### src/rtl/pulse_acc_pkg.sv
package pulse_acc_pkg;
  localparam int CNT_W = 8;
  localparam logic [1:0] A_CTRL  = 2'd0;
  localparam logic [1:0] A_COUNT = 2'd1;
  localparam logic [1:0] A_FLAGS = 2'd2;
  localparam logic [1:0] A_IEN   = 2'd3;

  function automatic logic [CNT_W-1:0] step_count(input logic [CNT_W-1:0] c);
    return c + {{(CNT_W-1){1'b0}}, 1'b1};
  endfunction

  function automatic logic at_top(input logic [CNT_W-1:0] c);
    return &c;
  endfunction

  // Edge of interest for a given polarity; also the trailing edge in gated mode.
  function automatic logic pick_edge(input logic pol, input logic rise, input logic fall);
    return pol ? rise : fall;
  endfunction
endpackage

### src/rtl/pa_sync.sv
module pa_sync #(
  parameter int STAGES = 2
) (
  input  logic clk,
  input  logic rst_n,
  input  logic din,
  output logic level,
  output logic rise,
  output logic fall
);
  logic [STAGES-1:0] chain;
  logic              last;

  generate
    for (genvar i = 0; i < STAGES; i++) begin : g_stage
      if (i == 0) begin : g_first
        always_ff @(posedge clk or negedge rst_n)
          if (!rst_n) chain[0] <= 1'b0;
          else        chain[0] <= din;
      end else begin : g_next
        always_ff @(posedge clk or negedge rst_n)
          if (!rst_n) chain[i] <= 1'b0;
          else        chain[i] <= chain[i-1];
      end
    end
  endgenerate

  always_ff @(posedge clk or negedge rst_n)
    if (!rst_n) last <= 1'b0;
    else        last <= chain[STAGES-1];

  assign level = chain[STAGES-1];
  assign rise  = level & ~last;
  assign fall  = ~level & last;
endmodule

### src/rtl/pa_tick.sv
module pa_tick #(
  parameter int DIV = 64
) (
  input  logic clk,
  input  logic rst_n,
  input  logic run,
  output logic tick
);
  localparam int W = (DIV > 1) ? $clog2(DIV) : 1;
  localparam logic [W-1:0] LAST = W'(DIV - 1);
  logic [W-1:0] phase;

  always_ff @(posedge clk or negedge rst_n)
    if (!rst_n)            phase <= '0;
    else if (!run)         phase <= '0;
    else if (phase == LAST) phase <= '0;
    else                   phase <= phase + W'(1);

  assign tick = run && (phase == LAST);
endmodule

### src/rtl/pulse_acc.sv
module pulse_acc
  import pulse_acc_pkg::*;
#(
  parameter int SYNC_STAGES = 2,
  parameter int TICK_DIV    = 64
) (
  input  logic             clk,
  input  logic             rst_n,
  input  logic             wr_en,
  input  logic [1:0]       addr,
  input  logic [CNT_W-1:0] wdata,
  output logic [CNT_W-1:0] rdata,
  input  logic             pin_in,
  output logic             irq
);
  logic en_q, mode_q, pol_q, ovf_ie_q, edge_ie_q;
  logic ovf_q, edge_q;
  logic [CNT_W-1:0] count_q;

  logic lvl, rise, fall, tick;
  logic cnt_wr, flag_wr, sel_edge, active, inc_evt, edge_evt, wrap_evt;

  pa_sync #(.STAGES(SYNC_STAGES)) u_sync (
    .clk(clk), .rst_n(rst_n), .din(pin_in),
    .level(lvl), .rise(rise), .fall(fall)
  );

  pa_tick #(.DIV(TICK_DIV)) u_tick (
    .clk(clk), .rst_n(rst_n), .run(en_q), .tick(tick)
  );

  assign cnt_wr   = wr_en && (addr == A_COUNT);
  assign flag_wr  = wr_en && (addr == A_FLAGS);
  assign sel_edge = pick_edge(pol_q, rise, fall);
  assign active   = lvl ^ pol_q;
  assign inc_evt  = en_q && (mode_q ? (tick && active) : sel_edge);
  assign edge_evt = en_q && sel_edge;
  assign wrap_evt = inc_evt && at_top(count_q) && !cnt_wr;

  always_ff @(posedge clk or negedge rst_n)
    if (!rst_n) begin
      en_q <= 1'b0; mode_q <= 1'b0; pol_q <= 1'b0;
      ovf_ie_q <= 1'b0; edge_ie_q <= 1'b0;
    end else if (wr_en) begin
      if (addr == A_CTRL) begin
        en_q <= wdata[0]; mode_q <= wdata[1]; pol_q <= wdata[2];
      end
      if (addr == A_IEN) begin
        ovf_ie_q <= wdata[0]; edge_ie_q <= wdata[1];
      end
    end

  always_ff @(posedge clk or negedge rst_n)
    if (!rst_n)       count_q <= '0;
    else if (cnt_wr)  count_q <= wdata;
    else if (inc_evt) count_q <= step_count(count_q);

  always_ff @(posedge clk or negedge rst_n)
    if (!rst_n) begin
      ovf_q <= 1'b0; edge_q <= 1'b0;
    end else begin
      if (wrap_evt)                ovf_q <= 1'b1;
      else if (flag_wr && wdata[0]) ovf_q <= 1'b0;
      if (edge_evt)                edge_q <= 1'b1;
      else if (flag_wr && wdata[1]) edge_q <= 1'b0;
    end

  always_comb begin
    rdata = '0;
    unique case (addr)
      A_CTRL:  rdata[2:0] = {pol_q, mode_q, en_q};
      A_COUNT: rdata      = count_q;
      A_FLAGS: rdata[1:0] = {edge_q, ovf_q};
      A_IEN:   rdata[1:0] = {edge_ie_q, ovf_ie_q};
      default: rdata      = '0;
    endcase
  end

  assign irq = (ovf_q && ovf_ie_q) || (edge_q && edge_ie_q);
endmodule

### config.mk
export PLATFORM = sky130hd
export DESIGN_NAME = pulse_acc
export DESIGN_NICKNAME = d
export VERILOG_FILES = /design/src/rtl/pulse_acc_pkg.sv /design/src/rtl/pa_sync.sv /design/src/rtl/pa_tick.sv /design/src/rtl/pulse_acc.sv
export SDC_FILE = /design/constraint.sdc
export NUM_CORES = 1
export LEC_CHECK = 0
export BUFFER_PORTS_ARGS = -buffer_cell sky130_fd_sc_hd__buf_2
export CELL_PAD_IN_SITES_DETAIL_PLACEMENT = 0
export CELL_PAD_IN_SITES_GLOBAL_PLACEMENT = 1
export CORE_ASPECT_RATIO = 1.2
export CORE_MARGIN = 4
export CORE_UTILIZATION = 45
export CTS_CLUSTER_DIAMETER = 120
export DETAILED_ROUTE_END_ITERATION = 7
export GPL_ROUTABILITY_DRIVEN = 0
export PLACE_DENSITY = 0.79
export SETUP_SLACK_MARGIN = 0.4
export SLEW_MARGIN = 25
export SYNTH_ARGS = -nofsm -noshare
export SYNTH_HDL_FRONTEND = slang
export SYNTH_SLANG_ARGS = --single-unit
### constraint.sdc
create_clock -name clk -period 3.9 [get_ports clk]
set_clock_uncertainty 0.2 [all_clocks]
set_input_delay 0.39 -clock clk [delete_from_list [all_inputs] [get_ports clk]]
set_output_delay 0.39 -clock clk [all_outputs]
set_load 0.01 [all_outputs]
======== Yosys cells after proc, flatten, opt, wreduce, memory -nomap -nowiden ========
Index checks and enable logic that the tools add are counted.
storage, ports and cells
  register bits after elaboration ......... 24
  bits in latches ......................... 0
  memory bits (writable) .................. 0
  memory bits (read-only) ................. 0
  input bits .............................. 14
  output and inout port bits .............. 9
  word-level logic and storage cells ...... 57
  memories ................................ 0
operators by class
  $add $sub $neg .......................... 2
  multiply operators ...................... 0
  div/mod/pow operators ................... 0
  magnitude comparators ................... 0
  eq/ne operators ......................... 4
  shifts and indexed selects .............. 0
  muxes and demuxes ....................... 13
  bitwise gates (word level) .............. 5
  reductions and logical operators ........ 21
operators with widths
  kind                 number
  $mux 8               2
  $logic_and 1x1->1    12
  $mux 6               2
  $add 8x1->8 const B  1
  $pmux 2 s4           1
  $reduce_and 8->1     1
  $add 6x1->6 const B  1
  $eq 6x6->1 const B   1
  $mux 1               6
  $reduce_bool 2->1    3
  $mux 5               1
  $eq 2x2->1 const B   2
  $reduce_and 2->1     2
  $and 1x1->1          2
  $eq 2x1->1 const B   1
  $logic_not 2->1      1
  $not 1->1            2
  $pmux 1 s2           1
  $logic_not 1->1      1
  $logic_or 1x1->1     1
  $xor 1x1->1          1

======== Depth between registers and ports, before layout ========
  word-level depth ........................ 8
  mapped depth ............................ 7
  mapped depth without buffers ............ 6

======== By module ========
Synthesis repeated with hierarchy kept, for this count alone.
second synthesis, totals
  cells, all modules ...................... 128
  area, all modules ....................... 1,278.7 sq um
modules (own cells, without submodules)
  module     instances  cells an instance  area each (sq um)
  pulse_acc  1          96                 915.9
  pa_tick    1          27                 272.8
  pa_sync    1          5                  90.1

======== Worst setup path before layout ========
No wires, ideal clock.
  path kind ............................... register -> register
  start point ............................. register u_tick.phase[0]
  end point ............................... register count_q[5]
  data arrival time ....................... 1,668 ps
  required time ........................... 3,563 ps
  path slack .............................. 1,894 ps
  stages on the path, launching flop included .. 8
  buffers on the path ..................... 1
  period minus slack after synthesis ...... 2,006 ps
  cells stage by stage .................... dfrtp_1 ha_1 nand3_1 or4_4 buf_6 a211oi_2 xnor2_1 a21oi_1
between the ends
  word-level cells in the longest chain between the ends .. 6
ends and longest elaborated chain
  what                         line             RTL
  from (decl)                  pa_tick.sv:11    logic [W-1:0] phase;
  from (signal assigned)       pa_tick.sv:17    else phase <= phase + W'(1);
  $eq 6x6->1                   pa_tick.sv:19    assign tick = run && (phase == LAST);
  $logic_and 1x1->1            pa_tick.sv:19
  $logic_and 1x1->1            pulse_acc.sv:36  assign inc_evt = en_q && (mode_q ? (tick && active) : sel_edge);
  $mux 1                       pulse_acc.sv:36
  $logic_and 1x1->1            pulse_acc.sv:36
  $reduce_bool 2->1 (no line)  n/a
  to (signal assigned)         pulse_acc.sv:55  else if (cnt_wr) count_q <= wdata;
  to (signal assigned)         pulse_acc.sv:56  else if (inc_evt) count_q <= step_count(count_q);
  to (decl)                    pulse_acc.sv:18  logic [CNT_W-1:0] count_q;
Every way passes these cells.
A chain may end at the register's enable or synchronous reset.

======== Worst setup path in the final report ========
Same ends and word-level chain as after synthesis.

==> impl_metrics.toml <==
[min_path]
min_path_type = "input pin to flop"
min_from = "wdata[4]"

[power]
pwr-share-comb = 0.277
cellPowerDensity_mw_per_mm2 = 480
p_int_mw = 0.460
clockPowerShare = 0.194
leakagePower_nw = 0.638
power_switching_mw = 0.227
peakVddDrop_mv = 0.283
swShare = 0.330
sequentialPowerShare = 0.530

[setup_path]
max_stage_delay_ns = 0.59
path_delay_family = "simple AND/OR/NAND/NOR gates"
reg2reg_from = "u_tick.phase[0]"
worst_setup_path_start_kind = "flop"
critical_path_arrival_ns = 2.08
crit_fanout = 8
critical_path_required_ns = 3.90
worst-path-buf-inv = 0
path_cells = "ha_1 -> nand3_1 -> or4_4 -> a211oi_2 -> xnor2_1 -> a21oi_1"
crit_slowest_cell = "or4_4"
path_class = "flop to flop"
cp-startpoint = "u_tick.phase[0]"
endpoint_kind = "flop"

[global_route]
grt_pass1_wl_mm = 4.55
track_usage = 0.158
grt_antenna_before_repair = 0
grt.overflow.total = 0
grt_pass1_vias = 928
grt_max_degree = 25

[run]
drv_cap = 0

[timing]
hold_viol = 0
maxSlewHeadroom = 0.557
period_needed_ns = 2.08
tightest_slew_ns = 0.660
rsz0062_at_grt = "false"
period_share = 0.532
setup_viol = 0
finalSetupTns_ns = 0
drv_slew = 0
timing.fmax_mhz = 482

[synth]
ys_ff_latch = 24
yosysSeqAreaShare = 0.481
netlist_area_sq_mm = 0.00125
netlist.area_leader.share = 0.481
synth_area_leaders = "dfrtp_1 48%, xnor2_1 6.3%, a21oi_1 4.8%"
postSynthAreaPerCell_sq_um = 10.7
synth_fp_nets = 133
yosysUniqueCellTypes = 29
syn-instance-count = 117
yosysWarnings = 0
synth_top_area_cell = "dfrtp_1"

[cts]
cts_post_setup_buffers_inserted = 0
htree_levels = 1
cts_tree = "built"
cts-root-buf = "clkbuf_4"
cts_made_buffers = 3
path_clk_slew_ns = 0.14
clk_path_buf_depth = 2
clock_latency_ns = 0.32
cts_sinks = 24

[finish]
n_antenna_cell = 0
final_common_cell = "dfrtp_1"
fin_cells = 174
syn_to_final_growth_pct = 14.8
fillers = 256
top_regs = "count_q (8), u_tick.phase (6)"
final_cell_mix = "24 x dfrtp_1, 22 x buf_2, 12 x a21oi_1, 11 x nor2_1"
top_register = "count_q"
fin_util = 0.550
final_nets = 158
drive_above_1_share = 0.255
largest_reg_flops = 8

[floorplan]
start_util = 0.479
core-area_sq_mm = 0.00260
row_count = 20
dieArea_sq_mm = 0.00368
fp.dieH_microns = 65.7
top_level_ports = 23
dieWidth_microns = 56.1

[drt]
avgRoutedWirePerCell_microns = 14.8
drt-total-wl_mm = 2.57
vias = 932
dr.pass1.iters = 4
drt_iter0_markers = 12
drc_errors = 0
routed_via_density = 5.36
antenna_left = 0

[place]
dp.cells = 168
port_buffers = 22
hpwl_mm = 1.92

[outcome]
outcome = "finished clean"
==> worst paths after layout <==
kind	endpoint	slack [ns]	cells past startpoint
max	count_q[5]	1.82	6
min	count_q[4]	0.11	3
max reg2reg	count_q[5]	1.82	6
min reg2reg	u_sync.level	0.19	0
max in group asynchronous	en_q	2.77	2
min in group asynchronous	u_sync.chain[0]	0.36	2
==> synth_stat cells <==
master and instances:
dfrtp_1 24, a21oi_1 12, nor2_1 11, and2_1 9, xnor2_1 9, nand3_1 7, nand2_1 6, mux2_2 5
clkbuf_1 3, o21ai_0 3, a211oi_2 2, a21boi_1 2, ha_1 2, mux2i_1 2, mux4_2 2, nand4b_1 2
nor2b_1 2, nor3b_1 2, xor2_1 2, a22o_1 1, a41o_1 1, and3_1 1, and3b_1 1, buf_6 1
inv_1 1, nand4_1 1, o21ai_1 1, or3_1 1, or4_4 1
==> metrics by stage <==
stage / hold WS, ns / total power [mW] / area (sq um) / setup WS (ns)
after floorplan: -0.106 / 0.489 / 1250 / 1.89
after global placement: 0.137 / 0.555 / 1380 / 1.86
after detailed placement: 0.146 / 0.560 / 1380 / 1.82
after CTS: 0.112 / 0.694 / 1430 / 1.80
after global routing: 0.117 / 0.736 / 1430 / 1.66
final: 0.107 / 0.687 / 1430 / 1.82
==> tightest hold or removal path, cell delays in order <==
cell	delay [ns]
buf_2	0.07
nor2_1	0.03
a21oi_1	0.10
==> power by group through the flow <==
| stage | clock (mW) | combinational, mW | sequential [mW] |
|---|---|---|---|
| 4_1_cts | 0.136 | 0.193 | 0.365 |
| 6_report | 0.133 | 0.190 | 0.364 |
| 3_3_place_gp | 0 | 0.187 | 0.368 |
| 5_1_grt | 0.146 | 0.214 | 0.376 |
| 3_5_place_dp | 0 | 0.190 | 0.370 |
| 2_1_floorplan | 0 | 0.140 | 0.349 |
==> cell families (layout without fill, tap and decap cells) <==
logic type                 count (synthesis)  count (layout)  synth area share
and+or+nand+nor                           44              44             0.192
adders and majority gates                  2               2            0.0201
buffers and inverters                      5              29            0.0211
xor gates and xnor gates                  11              11            0.0772
muxes                                      9               9            0.0973
AOI/OAI and AO/OA                         22              22             0.111
DFF                                       24              24             0.481
==> repair_timing <==
action,CTS,global route
hold endpoints to repair,25,0
hold buffers,2,0
resized for setup,0,0
==> routing by layer <==
layer  GRT usage  up-vias  routed length [microns]
li1            -      463                        -
met1       0.211      443                     1140
met2       0.257       24                     1270
met3      0.0452        2                      143
met4      0.0267        0                       17
met5           0        -                        0
==> final cells by class <==
class / count / area [sq um] / share of cell area
tap: 33 / 41.3 / 0.0288
inverter: 1 / 3.75 / 0.00262
clock buffer: 4 / 36.3 / 0.0253
multi-input combinational: 88 / 621 / 0.433
sequential: 24 / 601 / 0.419
timing repair buffer: 24 / 130 / 0.0908
Power figures use the tool's default switching activity.
